`src/rtl/phy_mgmt_pkg.sv`:
```
package phy_mgmt_pkg;
    localparam int DATA_W  = 16;
    localparam int ADDR_W  = 5;
    localparam int NREGS   = 1 << ADDR_W;
    localparam int CMD_W   = 32;

    localparam logic [CMD_W-1:0] READY_MASK = 32'h0000_0080;

    localparam logic [ADDR_W-1:0] RA_CTRL = 5'd0;
    localparam logic [ADDR_W-1:0] RA_STAT = 5'd1;
    localparam logic [ADDR_W-1:0] RA_ADV  = 5'd4;
    localparam logic [ADDR_W-1:0] RA_LPA  = 5'd5;
    localparam logic [ADDR_W-1:0] RA_SPD  = 5'd17;
    localparam logic [ADDR_W-1:0] RA_DIAG = 5'd18;

    typedef enum logic [1:0] {
        OP_NOP0  = 2'd0,
        OP_WRITE = 2'd1,
        OP_READ  = 2'd2,
        OP_NOP3  = 2'd3
    } mgmt_op_e;

    typedef struct packed {
        logic [ADDR_W-1:0] phy;
        logic [ADDR_W-1:0] regad;
        mgmt_op_e          op;
        logic              go;
    } mgmt_cmd_t;

    function automatic mgmt_cmd_t unpack_cmd(input logic [CMD_W-1:0] w);
        mgmt_cmd_t c;
        c.phy   = w[28:24];
        c.regad = w[20:16];
        c.op    = mgmt_op_e'(w[15:14]);
        c.go    = w[11];
        return c;
    endfunction

    function automatic logic [DATA_W-1:0] reset_value(input int idx);
        case (idx)
            0:       return 16'h3100;
            2:       return 16'h0300;
            3:       return 16'hE400;
            4:       return 16'h01E1;
            default: return '0;
        endcase
    endfunction
endpackage

```
`src/rtl/phy_reg_bank.sv`:
```
module phy_reg_bank
    import phy_mgmt_pkg::*;
(
    input  logic                            clk,
    input  logic                            rst_n,
    input  logic                            wr_en,
    input  logic [ADDR_W-1:0]               wr_addr,
    input  logic [DATA_W-1:0]               wr_data,
    output logic [NREGS-1:0][DATA_W-1:0]    regs
);
    logic [NREGS-1:0][DATA_W-1:0] bank_d, bank_q;
    logic [NREGS-1:0][DATA_W-1:0] bank_init;

    for (genvar i = 0; i < NREGS; i++) begin : g_init
        assign bank_init[i] = reset_value(i);
    end

    always_comb begin
        bank_d = bank_q;
        if (wr_en) begin
            bank_d[wr_addr] = wr_data;
            bank_d[RA_CTRL][15] = 1'b0;
        end
    end

    always_ff @(posedge clk or negedge rst_n) begin
        if (!rst_n) bank_q <= bank_init;
        else        bank_q <= bank_d;
    end

    assign regs = bank_q;

    // a write never leaves the soft-reset bit set
    a_r9_reset_bit_clear: assert property (@(posedge clk) disable iff (!rst_n)
        $past(wr_en) |-> !bank_q[RA_CTRL][15]);
endmodule

```
`config.mk`:
```
export PLATFORM = sky130hd
export DESIGN_NAME = phy_reg_bank
export DESIGN_NICKNAME = d
export VERILOG_FILES = /design/src/rtl/phy_mgmt_pkg.sv /design/src/rtl/phy_reg_bank.sv
export SDC_FILE = /design/constraint.sdc
export NUM_CORES = 1
export LEC_CHECK = 0
export BUFFER_PORTS_ARGS = -buffer_cell sky130_fd_sc_hd__buf_2
export CAP_MARGIN = 5
export CELL_PAD_IN_SITES_DETAIL_PLACEMENT = 1
export CELL_PAD_IN_SITES_GLOBAL_PLACEMENT = 1
export CORE_UTILIZATION = 38
export DETAILED_ROUTE_END_ITERATION = 12
export PLACE_DENSITY = 0.78
export SYNTH_ARGS = -nofsm -noshare
export SYNTH_HDL_FRONTEND = slang
export SYNTH_SLANG_ARGS = --single-unit
```
`constraint.sdc`:
```
create_clock -name clk -period 0.82 [get_ports clk]
set_clock_uncertainty 0.1 [all_clocks]
set_input_delay 0.246 -clock clk [delete_from_list [all_inputs] [get_ports clk]]
set_output_delay 0.246 -clock clk [all_outputs]
set_load 0.005 [all_outputs]
```
### After elaboration in Yosys (flattened, before gate mapping)

Cells that the tools add are included.

* word-level logic and storage cells: 38
* input bits: 24
* flip-flop bits (word level): 511

* reductions and logical operators: 1
* muxes and demuxes: 3
* order comparisons: 2

Operators by type and width (count)
* 512-bit bitwise mux: 1
* 16-bit demux with 5-bit select: 1
* 16-bit two-way mux: 1
* 5-bit by 6-bit less-than comparator with 1-bit output, second input constant: 1
* 5-bit by 1-bit >= comparator with 1-bit output, second input constant: 1
* 1-bit logical AND: 1

### Depth between registers and ports, before layout

Gate-level depths: netlist of run 1.

* word-level depth: 5
* gate-level depth with buffers: 5
* depth with buffers taken out: 3

### Worst setup path before layout of run 1

Ideal clock, no wire load.

* path type: input to register
* from: in wr_addr[0]
* to: reg bank_q, in the netlist regs[245]
* required time: 0.595 ns
* stages: 5
* path slack: -0.911 ns
* arrival: 1.507 ns
* cell sequence: buf_2 > nand2_1 > nor2_1 > buf_2 > mux2_2

* longest elaborated chain between the ends: 5

Ends and longest elaborated chain
* start, declared: line phy_reg_bank.sv:7 `input logic [ADDR_W-1:0] wr_addr,`
* 5-bit by 6-bit less-than comparator with 1-bit output (implied by the code) or 5-bit by 1-bit >= comparator with 1-bit output (tied branches): line phy_reg_bank.sv:21 `bank_d[wr_addr] = wr_data;`
* 1-bit logical AND (implied by the code): line phy_reg_bank.sv:21
* 16-bit two-way mux (implied by the code): line phy_reg_bank.sv:21
* 16-bit demux with 5-bit select *: line phy_reg_bank.sv:21
* 512-bit bitwise mux *: line phy_reg_bank.sv:21
* end signal, assigned: line phy_reg_bank.sv:27 `if (!rst_n) bank_q <= bank_init;`
* end signal, assigned: line phy_reg_bank.sv:28 `else bank_q <= bank_d;`
* end, declared: line phy_reg_bank.sv:11 `logic [NREGS-1:0][DATA_W-1:0] bank_d, bank_q;`

Every way passes the cells marked *; elsewhere a longest branch is shown, timed or not.
A chain may end at the register's enable or synchronous reset.

### Worst setup path in the final report of run 1

* from: reg bank_q, in the netlist regs[71]
* to: out regs[71] (netlist bit)

RTL lines
* end, declared: line phy_reg_bank.sv:9 `output logic [NREGS-1:0][DATA_W-1:0] regs`

No word-level cell between the ends.

==> results.yml, run 1 <==
status:
  status: "finished with violations"
  violations: "setup timing"
clock_tree:
  h-tree-depth: 2
  cts_tree: "yes"
  clk_latency_ns: 0.59
  cts.sinks: 511
  numCtsBuffers: 54
  root_buffer: "clkbuf_16"
  cts_buffer_depth: 3
  clk_pin_slew_ns: 0.07
critical_path:
  cp_top_family: "flip-flops"
  path_max_fanout: 2
  worstSetupPathType: "reg -> out"
  regToRegStartpoint: "regs[59]$_DFFE_PN0P_"
  crit_buf_inv: 1
  critPathLaunch: "regs[71]$_DFFE_PN1P_"
  cp.required_ns: 0.47
  critical_path.max_stage_delay_ns: 0.56
  critPathLaunchType: "flip-flop"
  arrival_ns: 1.25
  crit_path_top_delay_cell: "dfstp_2"
  end_kind: "output pin"
  path_cells: "buf_6"
flow_run:
  cap_violations: 0
drt:
  drt-initial-drc-count: 758
  wl_per_cell_microns: 31.7
  via_per_inst: 5.34
  dr.pass1.iters: 5
  wl_mm: 86.9
  drc: 0
  vias: 14700
  postRouteAntennaNets: 0
placement:
  place.gp.congestion: 0.790
  detailedPlace.worstSlack_ns: -1.34
  numPortBuffers: 534
  hpwl_mm: 45.7
floorplanning:
  die_x_microns: 227
  core_sq_mm: 0.0501
  dieArea_sq_mm: 0.0515
  fp.dieH_microns: 227
  pin_count: 536
  start_util_pct: 38.4
  rows: 82
finish:
  final_common_cell: "dfrtp_1"
  final.fill_count: 4656
  nNetsFinal: 2055
  num_antenna_cells: 0
  layout-drive-gt1-share_pct: 75.2
  most-common-layout-cells: "497 x dfrtp_1, 446 x buf_2, 356 x mux2_2"
  largest_reg_flops: 511
  area_delta_synth_final_pct: 56.5
sta:
  fmaxAchievable_mhz: 626
  setup_tns_ns: -472.85
  report.final.slew_viol_count: 0
  worst_slack_ns: -0.777
  fin_crit_ns: 1.60
  rsz0062_at_grt: "yes"
  finalSetupViolCount: 1063
  whs_ns: 0.0326
  hold_viol: 0
  period_share_pct: 195
grt:
  antenna_found_initial: 3
  grt_pass1_vias: 15300
  overflow: 0
  grt_max_degree: 61
  grt_pass1_wl_mm: 105
  track_usage_pct: 28.1
yosys:
  ys_seq_area_share_pct: 66.6
  synth_seq_cells: 511
  yosys.area.top_type: "dfrtp_1"
  synth_cell_type_count: 19
  yosys-top-cells-area: "dfrtp_1 65%, mux2_2 30%, dfstp_2 1.9%"
  syn_nets: 1186
  yosysTopAreaCellShare_pct: 64.7
  synth.avg_cell_area_sq_um: 16.5
  synthCells: 1162
  mappedNetlistArea_sq_mm: 0.0192
  ys.warnings.count: 0
power_and_ir_drop:
  power.density_mw_per_mm2: 2660
  cellLeakagePower_nw: 15.4
  peakVddDrop_mv: 1.94
hold_path:
  min-delay-start: "wr_data[15]"
  hold_class: "in -> reg"
routing by layer:
layer / global-route usage [%] / vias to the layer above / share of wire (%)
met3: 8.15 / 276 / 6.7
met1: 32.4 / 7811 / 37
met2: 47.5 / 776 / 50
met4: 14.0 / 4 / 6.0
met5: 0 / - / 0.026
li1: - / 5800 / -
where the power goes:
group / leakage (nW) / switching [mW] / internal [mW]
clock: 0.897 / 10.9 / 14.8
combinational: 8.02 / 8.45 / 12.0
sequential: 6.50 / 3.58 / 30.3
total: 15.4 / 22.9 / 57.0
worst min-delay path, stage by stage:
cell    delay [ns]
buf_2         0.14
buf_12        0.16
mux2_2        0.15
area by class of cell:
| cell class | instances | area (sq um) | share of cell area, % |
|---|---|---|---|
| multi-input combinational | 562 | 7090 | 23.6 |
| clock buffer | 75 | 1550 | 5.16 |
| timing repair buffer | 902 | 7540 | 25.1 |
| tap | 672 | 841 | 2.79 |
| sequential | 511 | 12800 | 42.6 |
| clock inverter | 23 | 260 | 0.865 |
synthesized netlist by cell type:
master,instances
nand4_1,1
nand3_2,3
buf_2,35
nand2b_1,2
nor4bb_1,3
dfstp_2,14
mux2_2,511
nor2_1,13
conb_1,1
nor2b_1,2
clkbuf_1,57
nand2_1,13
nand4b_1,3
dfrtp_1,497
nor4b_2,1
or3_1,3
nand3_1,1
buf_4,1
nor3_2,1
kinds of logic (layout without fill, tap and decap cells):
group	after synthesis	in the layout	share of synthesized area, %
muxes	511	511	29.9
buffers and inverters	93	1000	2.06
DFF	511	511	66.6
and+or+nand+nor	46	50	1.37
other	1	1	0.0195
repair_timing:
action / in CTS / in global routing
pin swaps: 7 / 19
hold endpoints to repair: 514 / 0
buffers inserted: 149 / 110
endpoints found under the setup margin: 1022 / 1088
gates resized for setup: 138 / 256
cloned: 5 / 17
hold buffers: 2 / 0
stage by stage:
| step | instances | instance area (sq um) | total power [mW] | utilization (%) |
|---|---|---|---|---|
| detailed placement | 2386 | 24100 | 47.1 | 48.2 |
| finish | 2745 | 30100 | 79.9 | 60.1 |
| global placement | 2386 | 24100 | 46.1 | 48.2 |
| floorplan | 1162 | 19400 | 38.1 | - |
| global route | 2745 | 30100 | 82.3 | 60.1 |
| CTS | 2640 | 27900 | 75.2 | 55.7 |
final timing paths:
| path | end | slack, ns | cells past startpoint |
|---|---|---|---|
| max | regs[71] | -0.78 | 1 |
| min | regs[175]$_DFFE_PN0P_ | 0.03 | 3 |
| max reg2reg | regs[59]$_DFFE_PN0P_ | -0.37 | 3 |
| min reg2reg | regs[278]$_DFFE_PN0P_ | 0.40 | 1 |
| max in group asynchronous | regs[198]$_DFFE_PN0P_ | -0.02 | 4 |
| min in group asynchronous | regs[476]$_DFFE_PN0P_ | 0.19 | 3 |
No activity file was read; power rests on OpenSTA's default activity.
==> run 2: changes to the inputs <==
--- a/config.mk
+++ b/config.mk
@@ -5,13 +5,14 @@
 export SDC_FILE = /design/constraint.sdc
 export NUM_CORES = 1
 export LEC_CHECK = 0
+export ABC_AREA = 1
 export BUFFER_PORTS_ARGS = -buffer_cell sky130_fd_sc_hd__buf_2
 export CAP_MARGIN = 5
 export CELL_PAD_IN_SITES_DETAIL_PLACEMENT = 1
 export CELL_PAD_IN_SITES_GLOBAL_PLACEMENT = 1
-export CORE_UTILIZATION = 38
+export CORE_UTILIZATION = 35
 export DETAILED_ROUTE_END_ITERATION = 12
-export PLACE_DENSITY = 0.78
+export PLACE_DENSITY_LB_ADDON = 0.1
 export SYNTH_ARGS = -nofsm -noshare
 export SYNTH_HDL_FRONTEND = slang
 export SYNTH_SLANG_ARGS = --single-unit
==> results.yml, run 2 <==
sta:
  finalSetupViolCount: 987
  period_share_pct: 203
  rsz0062_at_grt: "yes"
  fin_crit_ns: 1.66
  report.final.slew_viol_count: 0
  worst_slack_ns: -0.845
  hold_viol: 28
  whs_ns: -0.0341
  fmaxAchievable_mhz: 601
  setup_tns_ns: -391.79
yosys:
  synth_seq_cells: 511
  synth.avg_cell_area_sq_um: 8.69
  async_flop_share_pct: 100
  synthFlopType: "dfrtp_1"
  yosys-top-cells-area: "dfrtp_1 63%, nand2_1 26%, nand3_1 5.1%"
  yosysTopAreaCellShare_pct: 62.9
  synth_cell_type_count: 15
  ys_seq_area_share_pct: 64.8
  mappedNetlistArea_sq_mm: 0.0198
  synthCells: 2275
  syn_nets: 2299
  synth_edf_count: 0
  synth_common_cells: "1380 x nand2_1, 497 x dfrtp_1, 201 x nand3_1"
  synth_most_common_cell: "nand2_1"
  yosys.area.top_type: "dfrtp_1"
  ys.warnings.count: 0
placement:
  numPortBuffers: 534
  hpwl_mm: 61.6
  dp.cells: 3659
  place.gp.congestion: 0.821
floorplanning:
  dieArea_sq_mm: 0.0574
  start_util_pct: 35.7
  pin_count: 536
  die_x_microns: 240
  core_sq_mm: 0.0554
  rows: 86
  fp.dieH_microns: 240
power_and_ir_drop:
  p_seq_share_pct: 40.4
  comb_power_share_pct: 27.4
  p_clk_share_pct: 32.2
  p_total_mw: 84.0
  power.density_mw_per_mm2: 2410
  swShare_pct: 31.0
  p_int_mw: 57.9
  p_switching_mw: 26.1
  cellLeakagePower_nw: 19.1
  peakVddDrop_mv: 1.79
grt:
  antenna_found_initial: 6
  grt_pass1_wl_mm: 139
  track_usage_pct: 32.9
  grt_max_degree: 49
  grt_pass1_vias: 21400
  overflow: 0
drt:
  dr.pass1.iters: 5
  drc: 0
  vias: 21600
  wl_mm: 109
  drt-initial-drc-count: 1454
  wl_per_cell_microns: 26.2
  postRouteAntennaNets: 0
  via_per_inst: 5.23
clock_tree:
  clk_pin_slew_ns: 0.06
  cts_buffer_depth: 3
  cts.sinks: 511
  numCtsBuffers: 56
  h-tree-depth: 2
  clk_latency_ns: 0.62
  root_buffer: "clkbuf_16"
  cts_tree: "yes"
status:
  status: "finished with violations"
  violations: "hold timing, setup timing"
critical_path:
  cp.depth: 1
  cp.required_ns: 0.47
  end_kind: "output pin"
  cp_top_family: "flip-flops"
  worstSetupPathType: "reg -> out"
  r2r_cells: 4
  regToRegSetupSlack_ns: -0.24
  crit_path_top_delay_cell: "dfstp_2"
  critical_path.max_stage_delay_ns: 0.59
  crit_buf_inv: 1
  arrival_ns: 1.32
  critPathLaunchType: "flip-flop"
  path_cells: "buf_6"
  path_max_fanout: 2
finish:
  final_common_cell: "nand2_1"
  fin_cells: 4138
  regArea_sq_mm: 0.0128
  largest_reg_flops: 511
  most-common-layout-cells: "1075 x nand2_1, 492 x dfrtp_1, 419 x buf_2"
  layout-drive-gt1-share_pct: 49.1
  nNetsFinal: 3369
  final.fill_count: 6056
  multiInputGateArea_sq_mm: 0.00836
  area_delta_synth_final_pct: 76.0
hold_path:
  hold_class: "in -> reg"
  min_path_cells: 4
flow_run:
  cap_violations: 0
run 2: cell types whose count changed after synthesis, sizes merged, moves of 2 or more:
cell / delta
buf: +19
mux2: -511
nand2: +1367
nor2b: -2
nand3: +198
or3: -3
nand2b: -2
nor2: +17
clkbuf: +32
inv: +7
nand4b: -3
nor4bb: -3
run 2: layer usage:
| metal | vias to the layer above | GRT usage, % | wire length, microns |
|---|---|---|---|
| met3 | 356 | 7.86 | 7820 |
| li1 | 9149 | - | - |
| met2 | 991 | 55.8 | 53700 |
| met5 | - | 0 | 43 |
| met4 | 8 | 12.5 | 6160 |
| met1 | 11100 | 40.4 | 40800 |
run 2: layout make-up:
cell class                 instances  area share [%]
sequential                       511            36.8
antenna                            2          0.0144
tap                              748            2.69
clock inverter                    19           0.680
multi-input combinational       1615            24.0
inverter                           7           0.176
timing repair buffer            1154            30.8
clock buffer                      82            4.83
run 2: repair_timing:
action / CTS / global route
setup endpoints to repair: 927 / 1047
hold endpoints to repair: 718 / 27
gates cloned: 18 / 19
hold buffers: 5 / 2
resized for setup: 271 / 519
pin swaps: 49 / 134
setup buffers: 199 / 192
run 2: through the flow:
step | worst slack, ns | util, % | instance area [sq um]
finish | -0.845 | 62.8 | 34800
floorplan | -0.528 | - | 20600
CTS | -0.857 | 57.0 | 31600
global route | -0.860 | 62.8 | 34800
detailed placement | -0.835 | 47.7 | 26400
global placement | -0.750 | 47.7 | 26400
run 2: cell families after synthesis:
group | synth area share [%]
buffers and inverters | 3.21
and+or+nand+nor | 32.0
other | 0.0190
DFF | 64.8
run 2: power by group through the flow:
stage	Sequential (mW)	Combinational (mW)	Clock, mW
2_1_floorplan	33.2	4.32	0
3_5_place_dp	33.6	14.5	0
3_3_place_gp	33.4	14.0	0
5_1_grt	34.2	24.5	28.1
4_1_cts	33.3	18.4	26.8
6_report	34.0	23.0	27.0
run 2: worst paths after layout:
kind,from,endpoint
max,regs[41]$_DFFE_PN1P_,regs[41]
min,wr_data[9],regs[345]$_DFFE_PN0P_
max reg2reg,regs[12]$_DFFE_PN1P_,regs[12]$_DFFE_PN1P_
min reg2reg,regs[48]$_DFFE_PN0P_,regs[48]$_DFFE_PN0P_
max in group asynchronous,rst_n,regs[491]$_DFFE_PN0P_
min in group asynchronous,rst_n,regs[254]$_DFFE_PN0P_
==> run 3: changes to the inputs <==
--- a/config.mk
+++ b/config.mk
@@ -12,6 +12,7 @@
 export CELL_PAD_IN_SITES_GLOBAL_PLACEMENT = 1
 export CORE_UTILIZATION = 35
 export DETAILED_ROUTE_END_ITERATION = 12
+export GPL_TIMING_DRIVEN = 0
 export PLACE_DENSITY_LB_ADDON = 0.1
 export SYNTH_ARGS = -nofsm -noshare
 export SYNTH_HDL_FRONTEND = slang
==> results.yml, run 3 (synthesis gave the netlist of run 2 again) <==
status:
  status: "finished with violations"
  violations: "hold timing, setup timing"
placement:
  place_area_sq_mm: 0.0243
  numPortBuffers: 532
  detailedPlace.worstSlack_ns: -1.30
  place.gp.congestion: 0.817
  hpwl_mm: 59.6
sta:
  period_share_pct: 200
  hold_viol: 169
  finalSetupViolCount: 1064
  rsz0062_at_grt: "yes"
  fin_crit_ns: 1.64
  report.final.slew_viol_count: 0
  worst_slack_ns: -0.823
  fmaxAchievable_mhz: 609
  max-slew-margin-rel_pct: 40.6
  whs_ns: -0.579
  tightest_slew_ns: 0.891
power_and_ir_drop:
  comb_power_share_pct: 29.3
  p_switching_mw: 25.9
  swShare_pct: 31.3
  p_seq_share_pct: 40.3
  p_clk_share_pct: 30.4
  cellLeakagePower_nw: 19.2
  p_int_mw: 57.0
  power.density_mw_per_mm2: 2330
  peakVddDrop_mv: 1.61
critical_path:
  path_max_fanout: 2
  crit_buf_inv: 1
  worstSetupPathType: "reg -> out"
  cp.required_ns: 0.47
  end_kind: "output pin"
  arrival_ns: 1.30
  cp_top_family: "flip-flops"
  path_cells: "buf_6"
  critPathLaunchType: "flip-flop"
  critical_path.max_stage_delay_ns: 0.57
  crit_path_top_delay_cell: "dfstp_2"
grt:
  grt_pass1_vias: 21100
  grt_max_degree: 62
  antenna_found_initial: 8
  grt_pass1_wl_mm: 139
  track_usage_pct: 33.1
  overflow: 0
floorplanning:
  fp.dieH_microns: 240
  rows: 86
  start_util_pct: 35.7
  pin_count: 536
  core_sq_mm: 0.0554
  die_x_microns: 240
  dieArea_sq_mm: 0.0574
finish:
  nNetsFinal: 3475
  final_core_util_pct: 64.1
  area_delta_synth_final_pct: 79.6
  most-common-layout-cells: "1031 x nand2_1, 497 x dfrtp_1, 401 x buf_4"
  layout-drive-gt1-share_pct: 52.2
  final_common_cell: "nand2_1"
  largest_reg_flops: 511
  postLayoutCellArea_sq_mm: 0.0355
drt:
  wl_met3_mm: 8.85
  wl_per_cell_microns: 25.7
  wl_met1_mm: 41.0
  drc: 0
  via_per_inst: 5.14
  drt-initial-drc-count: 1272
  postRouteAntennaNets: 0
  wl_mm: 109
  routed.top_layer: "met5"
  wl_met2_mm: 52.8
  dr.pass1.iters: 5
  vias: 21800
clock_tree:
  h-tree-depth: 2
  hold_buffers: 15
  numCtsBuffers: 56
  cts_buffer_depth: 3
  clk_latency_ns: 0.61
  cts.sinks: 511
  root_buffer: "clkbuf_16"
  clk_pin_slew_ns: 0.07
  cts_tree: "yes"
flow_run:
  cap_violations: 0
hold_path:
  hold_class: "in -> async"
run 3: cell types whose count changed in the layout (fill, tap and decap cells not counted), moves of 9 or more:
cell,previous run,this run
buf_12,120,53
clkbuf_2,0,36
buf_6,229,246
clkbuf_1,10,30
nand2_2,201,249
nand2_1,1075,1031
nand3_2,52,91
clkbuf_8,14,31
buf_2,419,392
buf_4,335,401
nand2_4,87,74
buf_8,11,50
nand3_1,142,94
nand3_4,8,17
run 3: worst paths after layout:
kind | startpoint | to | slack [ns] | depth (start not counted)
max | regs[70]$_DFFE_PN1P_ | regs[70] | -0.82 | 1
min | rst_n | regs[134]$_DFFE_PN0P_ | -0.58 | 1
max reg2reg | regs[352]$_DFFE_PN0P_ | regs[352]$_DFFE_PN0P_ | -0.24 | 4
min reg2reg | regs[308]$_DFFE_PN0P_ | regs[308]$_DFFE_PN0P_ | 0.36 | 2
max in group asynchronous | rst_n | regs[266]$_DFFE_PN0P_ | -0.05 | 3
min in group clk | wr_data[13] | regs[13]$_DFFE_PN1P_ | -0.09 | 3
run 3: power by group through the flow:
stage	Combinational [mW]	Clock [mW]	Sequential, mW
finish	24.3	25.2	33.4
global route	25.7	26.2	33.8
CTS	18.7	25.1	33.0
detailed placement	13.5	0	33.0
global placement	13.0	0	32.9
floorplan	4.32	0	33.2
run 3: what timing repair did:
item | in CTS | in global routing
endpoints found under the hold margin | 245 | 155
pin swaps | 101 | 107
setup endpoints to repair | 1265 | 1123
gates resized for setup | 700 | 443
cloned | 38 | 14
setup buffers | 281 | 260
run 3: through the flow:
step	instances	hold WS (ns)	total power [mW]	setup TNS [ns]
5_1_grt	4235	-0.561	85.7	-455.21
6_report	4240	-0.579	82.9	-415.76
3_3_place_gp	3555	0.349	45.9	-6169.43
4_1_cts	3986	-0.578	76.7	-390.48
3_5_place_dp	3559	0.0639	46.5	-846.24
2_1_floorplan	2275	-0.150	37.5	-231.63
run 3: area by class of cell:
cell class	count	area, sq um
multi-input cells	1613	8800
clock inverters	6	55.1
clock buffers	88	1690
plain buffers	140	1490
fillers	6093	19900
diodes	5	12.5
repair buffers	1122	9660
well taps	748	936
inverters	7	66.3
flip-flops and latches	511	12800
run 3: metal layers:
metal / up-vias / global-route usage (%)
met5: - / 0
met3: 351 / 9.34
met4: 6 / 13.5
met1: 11200 / 40.6
met2: 883 / 54.6
li1: 9381 / -
